### src/rtl/desc_ring_tracker.sv
module desc_ring_tracker #(
  parameter int PTR_W       = 14,
  parameter int CNT_W       = 15,
  parameter int RST_ENTRIES = 16
) (
  input  logic             clk,
  input  logic             rst_n,
  input  logic             wr_en,
  input  logic [2:0]       wr_sel,
  input  logic [31:0]      wr_data,
  output logic             fetch_valid,
  input  logic             fetch_ready,
  output logic [PTR_W-1:0] fetch_idx,
  output logic [7:0]       desc_bytes,
  input  logic             eng_done,
  output logic [31:0]      done_status,
  output logic             halted,
  output logic             rel_err
);
  localparam int ENT_W = PTR_W + 1;
  localparam int SW    = CNT_W + 1;
  localparam logic [ENT_W-1:0] LIM_S = ENT_W'(1) << PTR_W;
  localparam logic [ENT_W-1:0] LIM_B = ENT_W'(1) << (PTR_W - 2);

  logic [ENT_W-1:0] qsize;
  logic             big;
  logic [CNT_W:0]   posted;
  logic [CNT_W-1:0] inflight, pend;
  logic [PTR_W-1:0] fptr, rptr;

  logic [ENT_W-1:0] cap, eff;
  assign cap = big ? LIM_B : LIM_S;
  assign eff = (qsize > cap) ? cap : qsize;

  logic w_size, w_dsz, w_halt, w_add, w_rel;
  assign w_size = wr_en && wr_sel == 3'd0;
  assign w_dsz  = wr_en && wr_sel == 3'd1;
  assign w_halt = wr_en && wr_sel == 3'd2;
  assign w_add  = wr_en && wr_sel == 3'd3;
  assign w_rel  = wr_en && wr_sel == 3'd4;

  logic [CNT_W-1:0] req, rel_amt;
  logic             over, take, fin;
  assign req     = wr_data[CNT_W-1:0];
  assign over    = w_rel && (req > pend);
  assign rel_amt = !w_rel ? '0 : (over ? pend : req);
  assign take    = fetch_valid && fetch_ready;
  assign fin     = eng_done && (inflight != '0);

  logic [SW-1:0]    rsum;
  logic [PTR_W-1:0] rnext, fnext;
  logic [ENT_W-1:0] new_size;
  logic             size_ok;
  assign rsum     = SW'(rptr) + SW'(rel_amt);
  assign rnext    = (rsum >= SW'(eff)) ? PTR_W'(rsum - SW'(eff)) : PTR_W'(rsum);
  assign fnext    = (ENT_W'(fptr) + ENT_W'(1) >= eff) ? '0 : fptr + PTR_W'(1);
  assign new_size = (wr_data[31:ENT_W] == '0) ? wr_data[ENT_W-1:0] : '0;
  assign size_ok  = (new_size != '0) && (new_size <= cap);

  always_ff @(posedge clk) begin
    if (!rst_n) begin
      qsize    <= ENT_W'(RST_ENTRIES);
      big      <= 1'b0;
      halted   <= 1'b1;
      posted   <= '0;
      inflight <= '0;
      pend     <= '0;
      fptr     <= '0;
      rptr     <= '0;
      rel_err  <= 1'b0;
    end else begin
      if (w_size && size_ok) qsize <= new_size;
      if (w_dsz && wr_data == 32'd1) big <= 1'b0;
      if (w_dsz && wr_data == 32'd7) big <= 1'b1;
      if (w_halt) halted <= wr_data[0];
      if (over) rel_err <= 1'b1;
      posted   <= posted + (w_add ? {1'b0, req} : '0) - SW'(take);
      inflight <= inflight + CNT_W'(take) - CNT_W'(fin);
      pend     <= pend + CNT_W'(fin) - rel_amt;
      rptr     <= rnext;
      if (take) fptr <= fnext;
    end
  end

  assign fetch_valid = !halted && (posted != '0);
  assign fetch_idx   = fptr;
  assign desc_bytes  = big ? 8'd128 : 8'd32;

  always_comb begin
    done_status              = '0;
    done_status[CNT_W-1:0]   = pend;
    done_status[16 +: PTR_W] = rptr;
  end
endmodule

### config.mk
export PLATFORM = sky130hd
export DESIGN_NAME = desc_ring_tracker
export DESIGN_NICKNAME = d
export VERILOG_FILES = /design/src/rtl/desc_ring_tracker.sv
export SDC_FILE = /design/constraint.sdc
export NUM_CORES = 1
export LEC_CHECK = 0
export BUFFER_PORTS_ARGS = -buffer_cell sky130_fd_sc_hd__buf_2
export CELL_PAD_IN_SITES_DETAIL_PLACEMENT = 1
export CELL_PAD_IN_SITES_GLOBAL_PLACEMENT = 1
export CORE_ASPECT_RATIO = 0.75
export CORE_MARGIN = 2
export CORE_UTILIZATION = 40
export CTS_BUF_LIST = sky130_fd_sc_hd__clkbuf_4
export DETAILED_ROUTE_END_ITERATION = 7
export PLACE_DENSITY_LB_ADDON = 0.12
export REMOVE_ABC_BUFFERS = 1
export SETUP_SLACK_MARGIN = 0.3
export SLEW_MARGIN = 0
export SYNTH_ARGS = -nofsm -noshare
export SYNTH_HDL_FRONTEND = slang
export SYNTH_SLANG_ARGS = --single-unit
### constraint.sdc
create_clock -name clk -period 5.1 [get_ports clk]
set_input_delay 0.51 -clock clk [delete_from_list [all_inputs] [get_ports clk]]
set_output_delay 0.51 -clock clk [all_outputs]
set_load 0.1 [all_outputs]
==> Word level (Yosys, flattened, before mapping) <==
Index checks and enable logic that the tools add are counted.
Widths: inputs -> output; s select.
{ "op_classes": {"add_sub_neg": 10, "n_eq_ne": 6, "magnitude_cmp": 5, "n_reduce_logical": 20, "mux": 11} }
{ "op_table": {"columns": ["op", "n"], "rows": [
  ["$mux 15", 6],
  ["$eq 32x1->1 const B", 1],
  ["$eq 32x3->1 const B", 1],
  ["$add 15x1->15", 2],
  ["$gt 15x15->1", 2],
  ["$reduce_bool 15->1", 2],
  ["$mux 14", 2],
  ["$logic_not 17->1", 1],
  ["$add 14x15->16", 1],
  ["$add 16x15->16", 1],
  ["$ge 16x15->1", 1],
  ["$reduce_bool 16->1", 1],
  ["$sub 16x1->16", 1],
  ["$add 14x1->15 const B", 1],
  ["$ge 15x15->1", 1],
  ["$le 15x15->1", 1],
  ["$sub 15x1->15", 1],
  ["$sub 15x15->15", 1],
  ["$add 14x1->14 const B", 1],
  ["$sub 14x14->14", 1],
  ["$logic_and 1x1->1", 13],
  ["$mux 8", 1],
  ["$eq 3x2->1 const B", 2],
  ["$eq 3x1->1 const B", 1],
  ["5 further kinds", 6]
]} }
{ "totals": {"register_bits": 92, "out_inout_bits": 57, "input_bits": 40} }

==> Logic depth before layout (Yosys ltp) <==
{ "logic_depth": {"ltp_word": 8, "mapped_depth": 29, "mapped_depth_nobuf": 27} }

==> Worst setup path after synthesis <==
Ideal clock, no wire load.
{ "synth_path": {"path_kind": "register -> register", "from": "register pend[8]", "to": "register rptr[2]", "arrival_time_ns": 5.999, "synth_period_minus_slack_ns": 6.077, "t_required_ns": 5.022, "setup_time_ns": 0.078, "path_stages_with_launch": 29, "setup_slack_ns": -0.977, "path_cell_list": "dfxtp_1 inv_1 ha_1 and4_1 nand4_1 a21oi_1 nor4_1 o21a_1 nor2_1 clkbuf_1 nand2_1 o21ai_1 ha_1 fa_1 a21oi_1 o211ai_1 a31oi_1 o21ai_0 a21oi_1 xnor2_1 ha_1 nand4_1 or4_1 o21ai_1 o21ai_1 nand2b_1 clkbuf_1 nor3_1 nor3_1"} }
{ "synth_via": {"elab_chain_len": 7, "word_cells_on_any_way": 8, "cone_classes": "add/sub: 2; order compare: 2; mux: 3; reduce/logical: 1"} }
{ "synth_rtl": {"columns": ["element", "line_no", "source"], "rows": [
  ["start, declared", "28", "logic [CNT_W-1:0] inflight, pend;"],
  ["start signal, assigned", "79", "pend <= pend + CNT_W'(fin) - rel_amt;"],
  ["$gt 15x15->1", "45", "assign over = w_rel && (req > pend);"],
  ["$logic_and 1x1->1", "45", null],
  ["$mux 15 * (2 in series)", "46", "assign rel_amt = !w_rel ? '0 : (over ? pend : req);"],
  ["$add 14x15->16 *", "54", "assign rsum = SW'(rptr) + SW'(rel_amt);"],
  ["$sub 14x14->14 / $ge 16x15->1 (equally long branches)", "55", "assign rnext = (rsum >= SW'(eff)) ? PTR_W'(rsum - SW'(eff)) : PTR_W'(rsum);"],
  ["$mux 14 *", "55", null],
  ["end signal, assigned", "80", "rptr <= rnext;"],
  ["end, declared", "29", "logic [PTR_W-1:0] fptr, rptr;"]
]} }
Mark *: on every way between the ends. The rest lies on a longest branch, timed or not.
A chain may end at the register's enable or synchronous reset.

==> Final worst setup path <==
{ "layout_path": {"from": "register pend[1]", "to": "register rptr[11]"} }
Same word-level chain as after synthesis.

==> results.py <==
metrics = {
    "clocking": {
        "cts-root-buf": "clkbuf_4",
        "cts_tree": "built",
        "htreeDepth": 3,
        "cts.sinks": 92,
        "hold_buffers": 0,
        "clk_pin_slew_ns": 0.16,
        "cts_buffers": 9,
        "clkLatencyLatePin_ns": 0.51,
        "clock_path_buffers": 2,
    },
    "yosys": {
        "synth_top_area_cell": "dfxtp_1",
        "ys_types": 72,
        "synth_seq_cells": 92,
        "synth_edf_count": 0,
        "synth_top_cell_area_share_pct": 21.63,
        "seq_area_frac_synth_pct": 21.63,
        "syn_inst": 1085,
        "yosysWarningCount": 0,
        "synth_ff_type": "dfxtp_1",
        "syn_area_um2": 8514,
        "async_flop_share_pct": 0,
        "synthTopCellsByArea": "dfxtp_1 22%, ha_1 21%, inv_1 4.8%",
        "syn_avg_cell_area_um2": 7.847,
    },
    "final_layout": {
        "drive_above_1_share_pct": 25.06,
        "area_delta_synth_final_pct": 25.88,
        "layout_commonest_cell": "ha_1",
        "nets": 1480,
        "mostFrequentLayoutCells": "138 x ha_1, 123 x buf_4, 105 x inv_1",
        "postLayoutCellArea_um2": 10720,
    },
    "placed_design": {
        "place_area_um2": 10020,
        "gp_congestion": 0.8475,
        "portBuffers": 87,
        "hpwl_um": 22070,
    },
    "sta": {
        "rsz0062_at_grt": "yes",
        "fmax_ghz": 0.1849,
        "fin_crit_ns": 5.410,
        "slew_viol_final": 0,
        "worst_slew_pin_slew_ns": 0.9351,
        "clock_skew_ns": 0.02678,
        "hold_ws_ns": 0.3890,
        "finalSetupViolCount": 14,
        "max-slew-margin-rel_pct": 37.66,
        "setup_slack_ns": -0.3097,
        "fin_crit_sh_pct": 106.1,
        "final-hold-violation-count": 0,
    },
    "setup_path": {
        "crit_arrival_ns": 5.77,
        "required_ns": 5.46,
        "cp-start-kind": "flop",
        "cp-end-kind": "flop",
        "cp_max_fo": 6,
        "worstSetupPathType": "flop to flop",
        "worstRegToRegCells": 27,
        "reg2reg_from": "pend[1]",
        "crit_top_cell": "o21ai_2",
        "reg2reg_slack_ns": -0.31,
        "slowest_delay_ns": 0.56,
        "cp_slowest_cell": "or4_4",
        "r2r-end": "rptr[11]",
    },
    "min_path": {
        "worstHoldEndpoint": "qsize[4]",
        "min-delay-start": "rst_n",
        "holdCritPathClass": "primary input to flop",
        "hold_depth": 2,
    },
    "routing": {
        "viasPerCell": 5.268,
        "drtIter0Drc": 449,
        "wl_um": 28200,
        "drc": 0,
        "ant_nets": 0,
        "drt-pass1-iter-count": 5,
        "vias": 8355,
        "post_drt_wl_per_cell_um": 17.78,
    },
    "power_and_ir_drop": {
        "power_density_nw_per_um2": 581.2,
        "pwr-share-clk_pct": 7.3,
        "p_sw_w": 0.003210,
        "power_leakage_nw": 5.025,
        "irDropWorstVdd_mv": 0.4403,
        "combPwrFrac_pct": 75.9,
        "internal-power_w": 0.003019,
        "switching_share_pct": 51.53,
        "p_seq_share_pct": 16.9,
    },
    "floorplan": {
        "placementRows": 46,
        "io_pins": 97,
        "die_area_um2": 22480,
        "die_y_um": 130.4,
        "die-width_um": 172.5,
        "initial_core_util_pct": 40.53,
        "design.core.area_um2": 21010,
    },
    "grt": {
        "overflow": 0,
        "grt_max_degree": 71,
        "grt_pass1_vias": 8133,
        "track_usage_pct": 25.12,
        "grt_antenna_before_repair": 2,
        "grt_pass1_wl_um": 43960,
    },
    "status": {
        "status": "finished, violations left",
        "violations": "setup timing",
    },
    "job": {
        "maxCapViolations": 0,
    },
}
-- routing by layer --
metal	up-vias	routed length, um	share of wire (%)	global-route usage (%)
met1	4006	14860	53	37.82
met3	25	1092	3.9	4.125
met2	136	11890	42	37.27
met4	0	358	1.3	5.586
met5	-	0	0	0
li1	4188	-	-	-
-- cell usage after synthesis, drive strengths merged, types with 3 or more instances --
master and instances:
a211oi 9, a21o 20, a21oi 83, a31oi 8
and2 8, and3 12, buf 15, clkbuf 19
dfxtp 92, fa 5, ha 143, inv 110
mux2i 11, nand2 101, nand2b 11, nand3 32
nand3b 4, nand4 12, nor2 101, nor2b 12
nor3 29, nor4 15, o211ai 9, o21a 22
o21ai 57, o21bai 7, o31a 3, o31ai 11
o41ai 4, or2 3, or2b 5, or3 7
xnor2 43, xor2 33
-- power groups by stage --
| stage | logic, W | registers, W | clock network (W) |
|---|---|---|---|
| floorplan | 0.00258 | 0.00162 | 0 |
| CTS | 0.00458 | 0.00105 | 0.000471 |
| global placement | 0.00428 | 0.00105 | 0 |
| global route | 0.00522 | 0.00107 | 0.000497 |
| finish | 0.00473 | 0.00105 | 0.000453 |
| detailed placement | 0.00437 | 0.00106 | 0 |
-- critical path, delay by kind of cell (launching register included) --
| family | cells | cell delay, ns |
|---|---|---|
| compound gates | 9 | 1.51 |
| xor+xnor | 1 | 0.10 |
| flops | 1 | 0.37 |
| buf+inv | 5 | 0.68 |
| simple gates | 9 | 1.68 |
| fa+ha+maj | 3 | 0.91 |
-- stage by stage --
step	util [%]	power [W]	setup TNS [ns]	worst slack (ns)	cells
floorplan	-	0.004199	-28.24	-1.927	1059
global placement	47.68	0.005330	-6.475	-0.5050	1548
detailed placement	47.68	0.005431	-10.52	-0.8221	1548
CTS	50.12	0.006098	-1.303	-0.1286	1577
global route	51.02	0.006791	-7.310	-0.5655	1586
finish	51.02	0.006229	-3.710	-0.3097	1586
-- registers in the layout (all words and copies together), names as in the netlist, 14 cells and up --
name	count
qsize	15
rptr	14
inflight	15
posted	16
pend	15
fetch_idx	14
-- cell type report --
class / count / area [um^2]
antenna: 1 / 2.502
clock buffer: 9 / 67.56
clock inverter: 7 / 72.57
fill: 2667 / 10290
inverter: 110 / 412.9
multi-input combinational: 857 / 6442
sequential: 92 / 1848
tap: 288 / 360.3
timing repair buffer: 222 / 1511
-- worst max path at each step --
stage / start / end / slack (ns) / cells past startpoint
2_1_floorplan: pend[8] / rptr[4] / -1.93 / 24
3_3_place_gp: wr_data[1] / rptr[4] / -0.51 / 26
3_5_place_dp: wr_data[1] / rptr[2] / -0.82 / 29
4_1_cts: pend[8] / rptr[4] / -0.13 / 27
5_1_grt: pend[1] / rptr[11] / -0.57 / 27
6_report: pend[1] / rptr[11] / -0.31 / 27
-- cell families after synthesis --
logic type / synth area share (%)
AO/OA/AOI/OAI: 19.13
AND/OR/NAND/NOR: 20.48
flip-flops: 21.63
multiplexers: 1.293
XOR/XNOR: 8.082
adder cells (fa/ha/maj): 22.19
buffers and inverters: 7.142
other: 0.04404
-- timing repair --
action,CTS,global route
buffers inserted,13,8
endpoints found under the setup margin,14,15
pin swaps,49,19
resized for setup,67,30
Note: power is estimated with default switching activity, not from simulation.
